[src/rtl/spin_pkg.sv]
package spin_pkg;

    typedef enum logic [1:0] {
        PH_HIZ = 2'b00,
        PH_SRC = 2'b01,
        PH_SNK = 2'b10
    } ph_e;

    typedef struct packed {
        ph_e u;
        ph_e v;
        ph_e w;
    } drive_t;

    localparam int unsigned STEPS   = 6;
    localparam logic [2:0]  IDX_BAD = 3'd7;

    localparam drive_t ALL_HIZ = '{u: PH_HIZ, v: PH_HIZ, w: PH_HIZ};
    localparam drive_t ALL_SNK = '{u: PH_SNK, v: PH_SNK, w: PH_SNK};

    // Position of a Hall code in the forward sequence, IDX_BAD if invalid.
    function automatic logic [2:0] hall_idx(input logic [2:0] h);
        logic [2:0] r;
        case (h)
            3'b001:  r = 3'd0;
            3'b011:  r = 3'd1;
            3'b010:  r = 3'd2;
            3'b110:  r = 3'd3;
            3'b100:  r = 3'd4;
            3'b101:  r = 3'd5;
            default: r = IDX_BAD;
        endcase
        return r;
    endfunction

    function automatic logic [2:0] idx_next(input logic [2:0] i);
        return (i == 3'(STEPS - 1)) ? 3'd0 : i + 3'd1;
    endfunction

    function automatic logic [2:0] idx_prev(input logic [2:0] i);
        return (i == 3'd0) ? 3'(STEPS - 1) : i - 3'd1;
    endfunction

    // Forward six-step pattern.
    function automatic drive_t fwd_drive(input logic [2:0] i);
        drive_t r;
        case (i)
            3'd0:    r = '{u: PH_HIZ, v: PH_SRC, w: PH_SNK};
            3'd1:    r = '{u: PH_SRC, v: PH_HIZ, w: PH_SNK};
            3'd2:    r = '{u: PH_SRC, v: PH_SNK, w: PH_HIZ};
            3'd3:    r = '{u: PH_HIZ, v: PH_SNK, w: PH_SRC};
            3'd4:    r = '{u: PH_SNK, v: PH_HIZ, w: PH_SRC};
            3'd5:    r = '{u: PH_SNK, v: PH_SRC, w: PH_HIZ};
            default: r = ALL_HIZ;
        endcase
        return r;
    endfunction

    function automatic ph_e swap_ph(input ph_e p);
        ph_e r;
        case (p)
            PH_SRC:  r = PH_SNK;
            PH_SNK:  r = PH_SRC;
            default: r = PH_HIZ;
        endcase
        return r;
    endfunction

    function automatic drive_t swap_drive(input drive_t d);
        drive_t r;
        r.u = swap_ph(d.u);
        r.v = swap_ph(d.v);
        r.w = swap_ph(d.w);
        return r;
    endfunction

endpackage

[src/rtl/spin_pwm.sv]
module spin_pwm #(
    parameter int unsigned PERIOD = 1250,
    parameter int unsigned DUTY_W = 11
) (
    input  logic              clk,
    input  logic              rst_n,
    input  logic [DUTY_W-1:0] duty,
    output logic              pwm
);

    localparam logic [DUTY_W-1:0] LAST = DUTY_W'(PERIOD - 1);

    typedef struct packed {
        logic [DUTY_W-1:0] cnt;
        logic              pwm;
    } st_t;

    st_t st_d, st_q;

    always_comb begin
        st_d     = st_q;
        st_d.cnt = (st_q.cnt == LAST) ? '0 : st_q.cnt + DUTY_W'(1);
        st_d.pwm = (st_q.cnt < duty);
    end

    always_ff @(posedge clk or negedge rst_n) begin
        if (!rst_n) begin
            st_q <= '0;
        end else begin
            st_q <= st_d;
        end
    end

    assign pwm = st_q.pwm;

    // the carrier counter never leaves its period
    p_cnt_in_period_r9: assert property (@(posedge clk) disable iff (!rst_n)
        st_q.cnt <= LAST);

    // zero duty keeps the carrier low
    p_zero_duty_low_r9: assert property (@(posedge clk) disable iff (!rst_n)
        (duty == '0) |=> !st_q.pwm);

endmodule

[src/rtl/spin_dirdet.sv]
module spin_dirdet #(
    parameter int unsigned FWD_CLEAR = 2
) (
    input  logic       clk,
    input  logic       rst_n,
    input  logic [2:0] hall,
    output logic       rev,
    output logic       fg
);
    import spin_pkg::*;

    localparam int unsigned CW = $clog2(FWD_CLEAR + 1);

    typedef struct packed {
        logic [2:0]    last;
        logic          last_vld;
        logic          rev;
        logic [CW-1:0] fwd;
        logic          fg;
    } st_t;

    st_t st_d, st_q;

    logic [2:0] idx;
    logic       vld;
    logic       moved;
    logic       step_fwd;
    logic       step_back;

    always_comb begin
        idx       = hall_idx(hall);
        vld       = (idx != IDX_BAD);
        moved     = vld && st_q.last_vld && (idx != st_q.last);
        step_fwd  = moved && (idx == idx_next(st_q.last));
        step_back = moved && (idx == idx_prev(st_q.last));

        st_d    = st_q;
        st_d.fg = ^hall;
        if (vld) begin
            st_d.last     = idx;
            st_d.last_vld = 1'b1;
        end
        if (step_back) begin
            st_d.rev = 1'b1;
            st_d.fwd = '0;
        end else if (step_fwd && st_q.rev) begin
            if (st_q.fwd == CW'(FWD_CLEAR - 1)) begin
                st_d.rev = 1'b0;
                st_d.fwd = '0;
            end else begin
                st_d.fwd = st_q.fwd + CW'(1);
            end
        end else if (moved && !step_fwd) begin
            st_d.fwd = '0;
        end
    end

    always_ff @(posedge clk or negedge rst_n) begin
        if (!rst_n) begin
            st_q <= '0;
        end else begin
            st_q <= st_d;
        end
    end

    assign rev = st_q.rev;
    assign fg  = st_q.fg;

    // a backward step from a known position raises the flag
    p_back_sets_rev_r4: assert property (@(posedge clk) disable iff (!rst_n)
        step_back |=> st_q.rev);

    // a set flag never drops without a forward step
    p_rev_holds_r5: assert property (@(posedge clk) disable iff (!rst_n)
        (st_q.rev && !step_fwd) |=> st_q.rev);

    // fg follows the parity of the previously sampled Hall bits
    p_fg_parity_r10: assert property (@(posedge clk) disable iff (!rst_n)
        rst_n |=> (st_q.fg == $past(^hall)));

endmodule

[src/rtl/spin_commut.sv]
module spin_commut #(
    parameter int unsigned CMD_W = 12
) (
    input  logic                    clk,
    input  logic                    rst_n,
    input  logic                    drive_en,
    input  logic [2:0]              hall,
    input  logic signed [CMD_W-1:0] torque_cmd,
    input  logic                    brake_short,
    input  logic                    rev,
    output spin_pkg::drive_t        drv
);
    import spin_pkg::*;

    typedef struct packed {
        drive_t drv;
    } st_t;

    st_t st_d, st_q;

    logic [2:0] idx;
    logic       cmd_neg;
    logic       cmd_zero;

    always_comb begin
        idx      = hall_idx(hall);
        cmd_neg  = torque_cmd[CMD_W-1];
        cmd_zero = (torque_cmd == '0);

        st_d = st_q;
        if (!drive_en) begin
            st_d.drv = ALL_HIZ;
        end else if (cmd_neg && (brake_short || rev)) begin
            st_d.drv = ALL_SNK;
        end else if (cmd_zero || idx == IDX_BAD) begin
            st_d.drv = ALL_HIZ;
        end else if (cmd_neg) begin
            st_d.drv = swap_drive(fwd_drive(idx));
        end else begin
            st_d.drv = fwd_drive(idx);
        end
    end

    always_ff @(posedge clk or negedge rst_n) begin
        if (!rst_n) begin
            st_q.drv <= ALL_HIZ;
        end else begin
            st_q <= st_d;
        end
    end

    assign drv = st_q.drv;

    // disable floats every phase one edge later
    p_disable_hiz_r7: assert property (@(posedge clk) disable iff (!rst_n)
        !drive_en |=> (st_q.drv == ALL_HIZ));

    // short brake grounds all phases
    p_short_sink_r3: assert property (@(posedge clk) disable iff (!rst_n)
        (drive_en && torque_cmd[CMD_W-1] && brake_short) |=> (st_q.drv == ALL_SNK));

    // reverse protect grounds all phases
    p_protect_sink_r4: assert property (@(posedge clk) disable iff (!rst_n)
        (drive_en && torque_cmd[CMD_W-1] && rev) |=> (st_q.drv == ALL_SNK));

    // invalid Hall codes float the motor when no brake applies
    p_invalid_hiz_r6: assert property (@(posedge clk) disable iff (!rst_n)
        (!torque_cmd[CMD_W-1] && (hall == 3'b000 || hall == 3'b111)) |=> (st_q.drv == ALL_HIZ));

    // at most one phase sources at any time
    p_one_source_r1: assert property (@(posedge clk) disable iff (!rst_n)
        $countones({st_q.drv.u == PH_SRC, st_q.drv.v == PH_SRC, st_q.drv.w == PH_SRC}) <= 1);

endmodule

[src/rtl/spindle_commutator.sv]
module spindle_commutator #(
    parameter int unsigned CLK_HZ    = 125_000_000,
    parameter int unsigned PWM_HZ    = 100_000,
    parameter int unsigned CMD_W     = 12,
    parameter int unsigned FWD_CLEAR = 2,
    localparam int unsigned PERIOD   = CLK_HZ / PWM_HZ,
    localparam int unsigned DUTY_W   = $clog2(PERIOD + 1)
) (
    input  logic                    clk,
    input  logic                    rst_n,
    input  logic                    drive_en,
    input  logic [2:0]              hall,
    input  logic signed [CMD_W-1:0] torque_cmd,
    input  logic                    brake_short,
    input  logic [DUTY_W-1:0]       duty,
    output logic [1:0]              ph_u,
    output logic [1:0]              ph_v,
    output logic [1:0]              ph_w,
    output logic [2:0]              hs_on,
    output logic [2:0]              ls_on,
    output logic                    fg
);
    import spin_pkg::*;

    drive_t drv;
    logic   rev;
    logic   pwm;
    ph_e    ph_arr [3];

    spin_dirdet #(.FWD_CLEAR(FWD_CLEAR)) u_dirdet (
        .clk  (clk),
        .rst_n(rst_n),
        .hall (hall),
        .rev  (rev),
        .fg   (fg)
    );

    spin_pwm #(.PERIOD(PERIOD), .DUTY_W(DUTY_W)) u_pwm (
        .clk  (clk),
        .rst_n(rst_n),
        .duty (duty),
        .pwm  (pwm)
    );

    spin_commut #(.CMD_W(CMD_W)) u_commut (
        .clk        (clk),
        .rst_n      (rst_n),
        .drive_en   (drive_en),
        .hall       (hall),
        .torque_cmd (torque_cmd),
        .brake_short(brake_short),
        .rev        (rev),
        .drv        (drv)
    );

    assign ph_arr[0] = drv.u;
    assign ph_arr[1] = drv.v;
    assign ph_arr[2] = drv.w;

    assign ph_u = drv.u;
    assign ph_v = drv.v;
    assign ph_w = drv.w;

    for (genvar i = 0; i < 3; i++) begin : g_gate
        assign hs_on[i] = (ph_arr[i] == PH_SRC) && pwm;
        assign ls_on[i] = (ph_arr[i] == PH_SNK);

        // the two switches of a leg are never on together
        p_no_shoot_r9: assert property (@(posedge clk) disable iff (!rst_n)
            !(hs_on[i] && ls_on[i]));
    end

endmodule

[config.mk]
export PLATFORM = sky130hd
export DESIGN_NAME = spindle_commutator
export DESIGN_NICKNAME = d
export VERILOG_FILES = /design/src/rtl/spin_pkg.sv /design/src/rtl/spin_pwm.sv /design/src/rtl/spin_dirdet.sv /design/src/rtl/spin_commut.sv /design/src/rtl/spindle_commutator.sv
export SDC_FILE = /design/constraint.sdc
export NUM_CORES = 1
export LEC_CHECK = 0
export BUFFER_PORTS_ARGS = -buffer_cell sky130_fd_sc_hd__buf_2
export CORE_MARGIN = 5
export CORE_UTILIZATION = 50
export CTS_BUF_LIST = sky130_fd_sc_hd__clkbuf_16
export DETAILED_ROUTE_END_ITERATION = 10
export HOLD_SLACK_MARGIN = 0.12
export PLACE_DENSITY_LB_ADDON = 0.12
export SLEW_MARGIN = 10
export SYNTH_ARGS = -nofsm -noshare
export SYNTH_HDL_FRONTEND = slang
export SYNTH_SLANG_ARGS = --single-unit
export TNS_END_PERCENT = 50
[constraint.sdc]
create_clock -name clk -period 2 [get_ports clk]
set_clock_uncertainty 0.05 [all_clocks]
set_input_delay 0.6 -clock clk [delete_from_list [all_inputs] [get_ports clk]]
set_output_delay 0.6 -clock clk [all_outputs]
set_load 0.03 [all_outputs]
# After elaboration in Yosys (flattened, before gate mapping)
# Cells that the tools add are included.
# Widths: inputs -> output; s select.
[word_totals]
rom_bits = 0
latchBits = 0
in_bits = 30
mem_bits_rw = 0
memories = 0
elab_cells = 89
register_bits = 26
[classes]
n_reduce_logical = 21
order_cmp = 1
bitwise = 0
addsub = 4
n_mul = 0
shift = 0
n_mux = 22
div_mod_pow = 0
n_eq_ne = 31
[op_table]
columns = ["op", "n"]
rows = [
  ["$mux 6", 8],
  ["$pmux 6 s6", 1],
  ["$eq 3x3->1 const B", 7],
  ["$pmux 3 s6", 1],
  ["$eq 2x1->1 const B", 7],
  ["$eq 2x2->1 const B", 6],
  ["$eq 3x2->1 const B", 4],
  ["$logic_not 12->1", 1],
  ["$pmux 2 s2", 3],
  ["$add 11x1->11 const B", 1],
  ["$eq 11x11->1 const B", 1],
  ["$lt 11x11->1", 1],
  ["$mux 11", 1],
  ["$logic_and 1x1->1", 10],
  ["$mux 3", 3],
  ["$eq 3x1->1 const B", 2],
  ["$eq 3x3->1", 2],
  ["$logic_not 3->1", 2],
  ["$mux 2", 3],
  ["$reduce_bool 2->1", 2],
  ["$add 3x1->3 const B", 1],
  ["$ne 3x3->1", 1],
  ["$ne 3x3->1 const B", 1],
  ["$reduce_bool 3->1", 1],
  ["7 further kinds", 9],
]

# Depth between registers and ports, before layout
# Gate-level depths: netlist of run 1.
[logic_depth]
ltp_word = 14
ltp_mapped = 11
ltp_nobuf = 9

# Hierarchy
# A second synthesis of run 1 with hierarchy kept.
[unflattened]
hier_cells = 216
area_unflattened_um2 = 1981.9
[modules_own_cells]
columns = ["module", "cells_per_inst", "instances", "seq_area_each_um2", "area_each_um2"]
rows = [
  ["spin_pwm", 81, 1, 300.3, 808.3],
  ["spin_dirdet", 86, 1, 200.2, 734.5],
  ["spin_commut", 43, 1, 150.1, 394.1],
  ["spindle_commutator", 6, 1, 0.0, 45.0],
]

# Worst setup path after synthesis of run 1
# OpenSTA, ideal clock, no wires.
[synth_timing]
path_type = "in2reg"
from = "input port hall[0]"
to = "register u_dirdet.st_q (netlist bit u_dirdet.rev)"
t_arrival_ns = 2.213
t_required_ns = 1.828
path_slack_ns = -0.385
n_path_buf = 2
stages = 11
path_cell_list = "inv_1 ha_1 buf_2 nor2_1 and3_1 or2_1 buf_6 xor2_2 a211oi_4 and4bb_1 o21ai_1"
[synth_between]
elab_chain_len = 9
elab_cells_between_ends = 20
[synth_lines]
columns = ["element", "line", "rtl"]
rows = [
  ["start, declared", "spindle_commutator.sv:12", "input logic [2:0] hall,"],
  ["$eq 3x3->1 (tied with other cells)", "spin_pkg.sv:24", "case (h)"],
  ["$pmux 3 s6 *", "spin_pkg.sv:24", ""],
  ["$ne 3x3->1", "spin_dirdet.sv:32", "vld = (idx != IDX_BAD);"],
  ["$logic_and 1x1->1 (2 in a row)", "spin_dirdet.sv:33", "moved = vld && st_q.last_vld && (idx != st_q.last);"],
  ["$logic_and 1x1->1", "spin_dirdet.sv:34", "step_fwd = moved && (idx == idx_next(st_q.last));"],
  ["$logic_and 1x1->1", "spin_dirdet.sv:46", "end else if (step_fwd && st_q.rev) begin"],
  ["$reduce_bool 2->1 (no source line)", "-", ""],
  ["$reduce_and 2->1 (no source line)", "-", ""],
  ["end signal, assigned", "spin_dirdet.sv:62", "st_q <= st_d;"],
  ["end, declared", "spin_dirdet.sv:22", "st_t st_d, st_q;"],
]
# Mark *: on every way between the ends. The rest lies on a longest branch, timed or not.
# A chain may end at the register's enable or synchronous reset.

# Worst setup path in the final report of run 1
[layout_timing]
from = "input port hall[1]"
to = "register u_dirdet.st_q[1] (netlist bit)"
[layout_between]
elab_chain_len = 9
elab_cells_between_ends = 21
[layout_lines]
columns = ["element", "line"]
rows = [
  ["$eq 3x3->1 (tied with other cells)", "spin_pkg.sv:24"],
  ["$pmux 3 s6 *", "spin_pkg.sv:24"],
  ["$ne 3x3->1", "spin_dirdet.sv:32"],
  ["$logic_and 1x1->1 (2 in a row)", "spin_dirdet.sv:33"],
  ["$logic_and 1x1->1", "spin_dirdet.sv:34"],
  ["$logic_and 1x1->1 / $logic_not 1->1 (equally long branches)", "spin_dirdet.sv:46, spin_dirdet.sv:53"],
  ["$mux 2 / $logic_and 1x1->1 (equally long branches)", "spin_dirdet.sv:46, spin_dirdet.sv:53"],
  ["$mux 3 / $reduce_bool 3->1 (equally long branches)", "-"],
]
# Marked as above.

==> results of run 1 <==
==> worst min-delay path by stage <==
stage	end	from	cells past startpoint
5_1_grt	u_dirdet.st_q[7]	rst_n	1
4_1_cts	u_dirdet.st_q[7]	rst_n	1
3_5_place_dp	u_dirdet.st_q[4]	u_dirdet.st_q[4]	2
6_report	u_dirdet.fg	rst_n	1
3_3_place_gp	u_dirdet.st_q[4]	u_dirdet.st_q[4]	2
2_1_floorplan	u_commut.drv[0]	rst_n	0
==> worst max-delay path, cell delays in order <==
cell	delay, ns
buf_12	0.12
ha_4	0.16
o21ba_4	0.24
o311a_4	0.33
a221oi_2	0.29
a2bb2oi_2	0.18
a31oi_2	0.07
a21boi_1	0.16
o21ai_1	0.08
==> routing by layer <==
metal	GRT usage (%)	wire, um	vias to the layer above
li1	-	-	899
met3	2.104	144	7
met2	31.43	2261	23
met1	20.14	1904	805
met4	8.142	76	0
met5	0	0	-
==> flip-flops by register name, summed over array words and instances, names as in the netlist <==
| name | flops |
|---|---|
| u_dirdet.rev | 1 |
| u_commut.drv | 6 |
| u_dirdet.st_q | 6 |
| u_pwm.st_q | 11 |
| u_dirdet.fg | 1 |
| u_pwm.pwm | 1 |
==> cell usage in the layout (no fill, tap or decap), types with 3 or more instances in the layout <==
cell	synthesis	final
a21o_1	4	4
clkbuf_16	0	3
dfrtp_1	26	26
nand2b_1	4	4
buf_4	1	34
o21ai_0	7	7
buf_6	2	3
nor2_1	22	21
nor3_1	9	8
nor4_1	4	4
a21oi_1	9	9
nor2b_1	7	6
ha_4	0	3
ha_1	16	13
and3_1	4	3
xnor2_1	13	12
nand2_1	19	19
nand3_1	8	8
inv_1	20	17
buf_2	1	40
==> stage by stage <==
stage	TNS, ns	util [%]	setup slack, ns
floorplan	-0.9048	-	-0.2687
global placement	-4.266	65.31	-0.4845
detailed placement	-4.619	65.31	-0.5477
CTS	-0.4529	70.85	-0.1604
global route	-0.4753	72.49	-0.1924
finish	-0.2831	72.49	-0.1328
==> final cells by class <==
cell class                      count  area, um2  share of cell area [%]
Sequential cell                    26      650.6                   24.52
Clock buffer                        3      75.07                   2.829
Clock inverter                      1      30.03                   1.132
Timing Repair Buffer               78      509.2                   19.19
Inverter                           20      82.58                   3.112
Tap cell                           48      60.06                   2.263
Multi-Input combinational cell    162       1246                   46.96
==> timing repair <==
| action | 4_1_cts | 5_1_grt |
|---|---|---|
| endpoints found under the setup margin | 9 | 10 |
| gates resized for setup | 17 | 11 |
| buffers inserted | 4 | 0 |
| pin swaps | 4 | 12 |
==> where the power goes <==
group | total, mW | internal [mW] | switching [mW]
Clock | 0.577 | 0.398 | 0.179
Sequential | 0.596 | 0.558 | 0.0377
Combinational | 0.504 | 0.246 | 0.258
==> cell families (layout without fill, tap and decap cells) <==
| kind of cell | after synthesis | count (layout) |
|---|---|---|
| compound gates | 46 | 46 |
| xor+xnor | 15 | 15 |
| fa+ha+maj | 16 | 16 |
| buf+inv | 27 | 102 |
| flops | 26 | 26 |
| simple gates | 85 | 85 |
==> results.json, run 1 <==
{
  "nets": 337,
  "synth_area_leaders": "dfrtp_1 (35%), ha_1 (11%), xnor2_1 (6.0%)",
  "regToRegEndpoint": "u_dirdet.st_q[1]",
  "initial_core_util_pct": 51.47,
  "first_pass_iters": 4,
  "cts_tree": "done",
  "core.rowCount": 22,
  "postSynthCellCount": 215,
  "avgSynthCellArea_um2": 8.764,
  "grt_pass1_vias": 1718,
  "layout-drive-gt1-share_pct": 36.55,
  "layout_min_cycle_time_ns": 2.133,
  "placed_cells": 330,
  "dpl_cell_area_um2": 2391,
  "setup_ws_ns": -0.1328,
  "tritoncts.num_buffers": 3,
  "routed_wl_um": 4387,
  "startpoint": "hall[1]",
  "drt-wirelength-per-cell_um": 12.98,
  "required_ns": 2.10,
  "yosysTopAreaCell": "dfrtp_1",
  "timing.fmax_ghz": 0.4689,
  "path_class": "input pin to flop",
  "clock_latency_ns": 0.26,
  "dpl.hpwl_um": 3314,
  "yosysWarnings": 0,
  "die_x_um": 71.39,
  "fin_cells": 338,
  "path_max_fanout": 6,
  "grt_overflow": 0,
  "status": "complete, but fails checks",
  "syn-num-nets": 261,
  "cts_root_buffer": "clkbuf_16",
  "synthToLayoutAreaGrowth_pct": 40.84,
  "yosys-top-cells-count": "dfrtp_1 (26), nor2_1 (22), inv_1 (20), nand2_1 (19), ha_1 (16)",
  "setup_violations": 3,
  "cp-end-kind": "flop",
  "vias_per_cell": 5.130,
  "synth-simple-area-share_pct": 23.11,
  "synth.distinct_cells": 46,
  "ios": 43,
  "postCtsHoldBufs": 0,
  "synth_top_family_by_area": "simple AND/OR/NAND/NOR gates",
  "async_flop_share_pct": 100.0,
  "drc": 0,
  "tightest_slew_ns": 0.5909,
  "die_height_um": 71.39,
  "rsz0062_at_grt": "true",
  "finalPower_mw": 1.677,
  "r2r_cells": 7,
  "grt_pass1_wl_um": 7176,
  "clockBufferDepth": 2,
  "cp-start-kind": "input pin",
  "port_buffers": 42,
  "grt_usage_pct": 17.35,
  "hold_slack_ns": 0.2881,
  "cp-endpoint": "u_dirdet.st_q[1]",
  "synth.cell_area_um2": 1884,
  "violations": "negative setup slack",
  "h-tree-depth": 1,
  "synth_fa_ha_area_share_pct": 10.62,
  "rr_startpoint": "u_dirdet.st_q[6]",
  "synthMuxAreaShare_pct": 0,
  "path_clk_slew_ns": 0.06,
  "crit_arrival_ns": 2.23,
  "dr_total_vias": 1734,
  "drt_iter0_markers": 70,
  "ys.flop_type": "dfrtp_1",
  "gp_congestion": 0.8508,
  "yosys.area_share.xor_xnor_pct": 7.371,
  "rrSetupSlack_ns": 0.18,
  "antenna_found_initial": 0,
  "synth_compound_area_share_pct": 17.93,
  "p_leak_nw": 1.314,
  "hold_path.class": "input pin to async pin",
  "hold_viol": 0,
  "slew_viol_final": 0,
  "vdd_drop_max_mv": 0.4647,
  "post-route-period-util_pct": 106.6,
  "maxSlewHeadroom_pct": 60.61,
  "synth_edf_count": 0,
  "power_density_nw_per_um2": 632.1,
  "yosysSeqAreaShare_pct": 34.53,
  "fin_area_um2": 2654,
  "cts_sinks": 26,
  "diodes": 0,
  "die_area_um2": 5097,
  "core_um2": 3661,
  "postRouteAntennaNets": 0,
  "grt_max_degree": 27,
  "synth_most_common_cell": "dfrtp_1",
  "drv_cap": 0,
  "ys_seq_elements": 26,
  "synth_top_area_share_pct": 34.53,
  "final.fill_count": 289
}
No activity file was read; power rests on OpenSTA's default activity.
==> inputs of run 2 (changes only) <==
--- a/config.mk
+++ b/config.mk
@@ -7,7 +7,7 @@
 export LEC_CHECK = 0
 export BUFFER_PORTS_ARGS = -buffer_cell sky130_fd_sc_hd__buf_2
 export CORE_MARGIN = 5
-export CORE_UTILIZATION = 50
+export CORE_UTILIZATION = 54
 export CTS_BUF_LIST = sky130_fd_sc_hd__clkbuf_16
 export DETAILED_ROUTE_END_ITERATION = 10
 export HOLD_SLACK_MARGIN = 0.12
==> results.json, run 2 (synthesis gave the netlist of run 1 again) <==
{
  "rsz0062_at_grt": "true",
  "largest_register_ffs": 11,
  "path_max_fanout": 4,
  "h-tree-depth": 1,
  "path_clk_slew_ns": 0.06,
  "clockBufferDepth": 2,
  "drt_iter0_markers": 106,
  "slew_viol_final": 0,
  "regToRegEndpoint": "u_pwm.pwm",
  "grt_max_degree": 27,
  "required_ns": 2.13,
  "drv_cap": 0,
  "final_common_cell": "buf_2",
  "cp-start-kind": "input pin",
  "ios": 43,
  "drt-wirelength-per-cell_um": 13.76,
  "tritoncts.num_buffers": 3,
  "cp_top_family": "compound AO/OA/AOI/OAI gates",
  "slowest_delay_ns": 0.37,
  "dpl.hpwl_um": 3278,
  "port_buffers": 42,
  "vdd_drop_max_mv": 0.3490,
  "cp_cell_sequence": "buf_12 > buf_6 > nor2b_4 > buf_6 > o311a_4 > a221oi_2 > a2bb2oi_2 > and4bb_1 > o21ai_1",
  "core.rowCount": 21,
  "path_buf_inv": 3,
  "routed_wl_um": 4692,
  "die_x_um": 69.07,
  "antenna_found_initial": 0,
  "setup_violations": 4,
  "grt_use_met1_pct": 22.44,
  "final_cell_mix": "buf_2 (40), buf_4 (37), dfrtp_1 (26)",
  "rrSetupSlack_ns": 0.16,
  "post-route-period-util_pct": 108.6,
  "initial_core_util_pct": 56.03,
  "postRouteAntennaNets": 0,
  "fin_area_um2": 2734,
  "diodes": 0,
  "crit_path_frequent_cell": "buf_6",
  "grt.met2_usage_pct": 34.85,
  "grt_pass1_wl_um": 7672,
  "r2r_cells": 7,
  "violations": "negative setup slack",
  "vias_per_cell": 5.323,
  "met3_usage_pct": 3.052,
  "hold_viol": 0,
  "final_core_util_pct": 81.29,
  "place_ws_ns": -0.5861,
  "die_area_um2": 4771,
  "p_leak_nw": 1.354,
  "path_class": "input pin to flop",
  "crit_arrival_ns": 2.31,
  "layout-drive-gt1-share_pct": 38.31,
  "top_register": "u_pwm.st_q",
  "slowest_stage": "o311a_4",
  "first_pass_iters": 4,
  "setup_ws_ns": -0.1730,
  "dr_total_vias": 1815,
  "timing.fmax_ghz": 0.4602,
  "tightest_slew_ns": 0.5648,
  "rr_startpoint": "u_pwm.st_q[2]",
  "maxSlewHeadroom_pct": 62.35,
  "drc": 0,
  "grt_pass1_vias": 1814,
  "grt-busiest-layer": "met2",
  "nets": 342,
  "status": "complete, but fails checks",
  "power_density_nw_per_um2": 619.0,
  "gp_congestion": 0.9026,
  "die_height_um": 69.07,
  "hold_path.class": "input pin to async pin",
  "cts_tree": "done",
  "grt_overflow": 0,
  "core_um2": 3363,
  "grt_usage_pct": 19.11,
  "fin_setup_tns_ns": -0.4804,
  "cts_sinks": 26,
  "synthToLayoutAreaGrowth_pct": 45.09,
  "layout_min_cycle_time_ns": 2.173,
  "finalPower_mw": 1.692,
  "cp-end-kind": "flop",
  "reg_top3": "u_pwm.st_q x11, u_commut.drv x6, u_dirdet.st_q x6",
  "cts_root_buffer": "clkbuf_16",
  "dpl_cell_area_um2": 2381,
  "clock_latency_ns": 0.25
}
## run 2: routing by layer
metal	part of all wire [%]	vias up	routed length (um)
li1	-	909	-
met1	41	853	1947
met2	53	45	2506
met3	3.6	8	171
met4	1.4	0	66
met5	0	-	0
## run 2: through the flow
stage | instances | hold WS, ns
floorplan | 215 | 0.2544
global placement | 327 | 0.4134
detailed placement | 327 | 0.4140
CTS | 339 | 0.3063
global route | 341 | 0.3486
finish | 341 | 0.2829
## run 2: area by class of cell
type / instances / area [um2]
fill: 221 / 629.4
inverter: 20 / 80.08
clock buffer: 3 / 75.07
sequential: 26 / 650.6
clock inverter: 1 / 30.03
tap: 46 / 57.56
multi-input combinational: 162 / 1277
timing repair buffer: 83 / 563.0
## run 2: worst max path at each step
stage / from / to / slack, ns / depth (start not counted)
floorplan: hall[0] / u_dirdet.rev / -0.27 / 11
global placement: hall[0] / u_dirdet.st_q[2] / -0.48 / 9
detailed placement: hall[0] / u_dirdet.rev / -0.59 / 8
CTS: hall[1] / u_dirdet.rev / -0.17 / 10
global route: hall[1] / u_dirdet.rev / -0.25 / 11
finish: hall[1] / u_dirdet.rev / -0.17 / 9
## run 2: repair_timing
item	4_1_cts	5_1_grt
hold buffers	0	0
gates cloned	0	0
setup endpoints to repair	9	10
pin swaps	9	6
resized for setup	20	18
setup buffers	8	3
## run 2: report_power, final
group          internal (mW)  total, mW  leakage (nW)  switching (mW)
registers              0.558      0.599         0.321          0.0401
logic                  0.255      0.526         0.982           0.271
clock network          0.398      0.568        0.0511           0.170
==> inputs of run 3 (changes only) <==
--- a/config.mk
+++ b/config.mk
@@ -7,8 +7,8 @@
 export LEC_CHECK = 0
 export BUFFER_PORTS_ARGS = -buffer_cell sky130_fd_sc_hd__buf_2
 export CORE_MARGIN = 5
-export CORE_UTILIZATION = 54
-export CTS_BUF_LIST = sky130_fd_sc_hd__clkbuf_16
+export CORE_UTILIZATION = 56
+export CTS_BUF_LIST = sky130_fd_sc_hd__clkbuf_4 sky130_fd_sc_hd__clkbuf_8
 export DETAILED_ROUTE_END_ITERATION = 10
 export HOLD_SLACK_MARGIN = 0.12
 export PLACE_DENSITY_LB_ADDON = 0.12
==> results.json, run 3 (synthesis gave the netlist of run 1 again) <==
{
  "first_pass_iters": 4,
  "cts_root_buffer": "clkbuf_4",
  "power_density_nw_per_um2": 556.1,
  "grt_pass1_vias": 1734,
  "status": "complete, but fails checks",
  "layout_min_cycle_time_ns": 2.041,
  "tightest_slew_ns": 0.5852,
  "p_leak_nw": 1.299,
  "final_cell_mix": "buf_2 (40), buf_4 (30), dfrtp_1 (26)",
  "grt_overflow": 0,
  "p_int_mw": 1.007,
  "power_switching_mw": 0.4607,
  "postCtsHoldBufs": 0,
  "slew_viol_final": 0,
  "cp-start-kind": "input pin",
  "die_area_um2": 4625,
  "clockBufferDepth": 2,
  "post-route-period-util_pct": 102.1,
  "hold_slack_ns": 0.2064,
  "rr_startpoint": "u_dirdet.st_q[6]",
  "path_max_fanout": 6,
  "core.rowCount": 21,
  "slowest_stage": "o311a_4",
  "dr_total_vias": 1768,
  "grt_usage_pct": 20.26,
  "maxSlewHeadroom_pct": 60.99,
  "die_height_um": 68.01,
  "tritoncts.num_buffers": 3,
  "nets": 336,
  "clock_latency_ns": 0.32,
  "timing.fmax_ghz": 0.4899,
  "top_register": "u_pwm.st_q",
  "h-tree-depth": 1,
  "drt-wirelength-per-cell_um": 13.45,
  "path_buf_inv": 2,
  "path_clk_slew_ns": 0.14,
  "regToRegEndpoint": "u_dirdet.rev",
  "pwr-share-comb_pct": 34.9,
  "ios": 43,
  "clkPwrFrac_pct": 24.6,
  "seqPwrFrac_pct": 40.5,
  "fin_setup_tns_ns": -0.06486,
  "rrSetupSlack_ns": 0.12,
  "layout-drive-gt1-share_pct": 36.68,
  "final_common_cell": "buf_2",
  "path_class": "input pin to flop",
  "hold_viol": 0,
  "cts_tree": "done",
  "largest_register_ffs": 11,
  "dpl.hpwl_um": 3321,
  "setup_violations": 2,
  "rsz0062_at_grt": "true",
  "cts_sinks": 26,
  "cp_cell_sequence": "buf_12 > inv_6 > ha_4 > o21ba_4 > o311a_4 > a221oi_2 > a2bb2oi_2 > and4bb_1 > o21ai_1",
  "violations": "negative setup slack",
  "drc": 0,
  "core_um2": 3284,
  "antenna_found_initial": 0,
  "grt_pass1_wl_um": 7238,
  "routed_wl_um": 4507,
  "diodes": 0,
  "cp-end-kind": "flop",
  "drv_cap": 0,
  "place_ws_ns": -0.5379,
  "die_x_um": 68.01,
  "required_ns": 2.21,
  "dpl_cell_area_um2": 2399,
  "port_buffers": 42,
  "cp_top_family": "compound AO/OA/AOI/OAI gates",
  "grt_max_degree": 27,
  "slowest_delay_ns": 0.33,
  "reg_top3": "u_pwm.st_q x11, u_commut.drv x6, u_dirdet.st_q x6",
  "startpoint": "hall[1]",
  "setup_ws_ns": -0.04140,
  "synthToLayoutAreaGrowth_pct": 40.11,
  "fin_area_um2": 2640,
  "initial_core_util_pct": 57.37,
  "hold_path.class": "input pin to async pin",
  "drt_iter0_markers": 99,
  "gp_congestion": 0.8230,
  "vdd_drop_max_mv": 0.3562,
  "crit_arrival_ns": 2.25,
  "p_sw_share_pct": 31.38,
  "vias_per_cell": 5.278,
  "r2r_cells": 6,
  "postRouteAntennaNets": 0
}
[run 3: cell types whose count changed in the layout (fill, tap and decap cells not counted), moves of 2 or more]
cell	delta
a21oi_1	-2
clkbuf_16	-3
clkbuf_4	+3
a21oi_2	+2
buf_4	-7
nor2b_1	+2
[run 3: worst max-delay path by stage]
stage | to | slack, ns | cells past startpoint
final | u_dirdet.rev | -0.04 | 9
after global routing | u_dirdet.st_q[1] | -0.09 | 11
after CTS | u_dirdet.st_q[1] | -0.11 | 11
after detailed placement | u_dirdet.st_q[1] | -0.54 | 10
after global placement | u_dirdet.st_q[2] | -0.52 | 10
after floorplan | u_dirdet.rev | -0.27 | 11
[run 3: repair_timing]
action                                 in CTS  in global routing
setup buffers                               5                  0
pin swaps                                   7                  8
endpoints found under the hold margin       0                  0
resized for setup                          15                 18
setup endpoints to repair                   9                  9
[run 3: routing by layer]
metal | routed length, um | track usage, % | share of wire [%] | up-vias
met3 | 104 | 2.627 | 2.3 | 8
met5 | 0 | 0 | 0 | -
met4 | 55 | 5.955 | 1.2 | 0
met1 | 1874 | 23.18 | 42 | 836
li1 | - | - | - | 900
met2 | 2473 | 38.63 | 55 | 24
[run 3: worst reg2reg max path, stage by stage (launching register included)]
cell and delay (ns):
dfrtp_1 0.49, o41ai_4 0.42, nor4_4 0.09, buf_4 0.16, a211oi_4 0.29, and4bb_1 0.24
o21ai_1 0.06
[run 3: power by group through the flow]
stage | clock network [mW] | registers [mW] | logic, mW
6_report | 0.361 | 0.595 | 0.512
2_1_floorplan | 0 | 0.614 | 0.267
3_5_place_dp | 0 | 0.603 | 0.443
4_1_cts | 0.367 | 0.593 | 0.476
5_1_grt | 0.388 | 0.601 | 0.558
3_3_place_gp | 0 | 0.603 | 0.434
[run 3: stage by stage]
step	instances	power [mW]	utilization [%]
floorplan	215	0.8810	-
global placement	326	1.037	73.03
detailed placement	326	1.046	73.03
CTS	335	1.436	77.49
global route	335	1.547	80.38
finish	335	1.468	80.38
[run 3: layout make-up]
type,count,area [um2]
clock buffer,3,22.52
clock inverter,1,30.03
fill,217,644.4
inverter,20,85.08
multi-input combinational,162,1260
sequential,26,650.6
tap,46,57.56
timing repair buffer,77,534.3
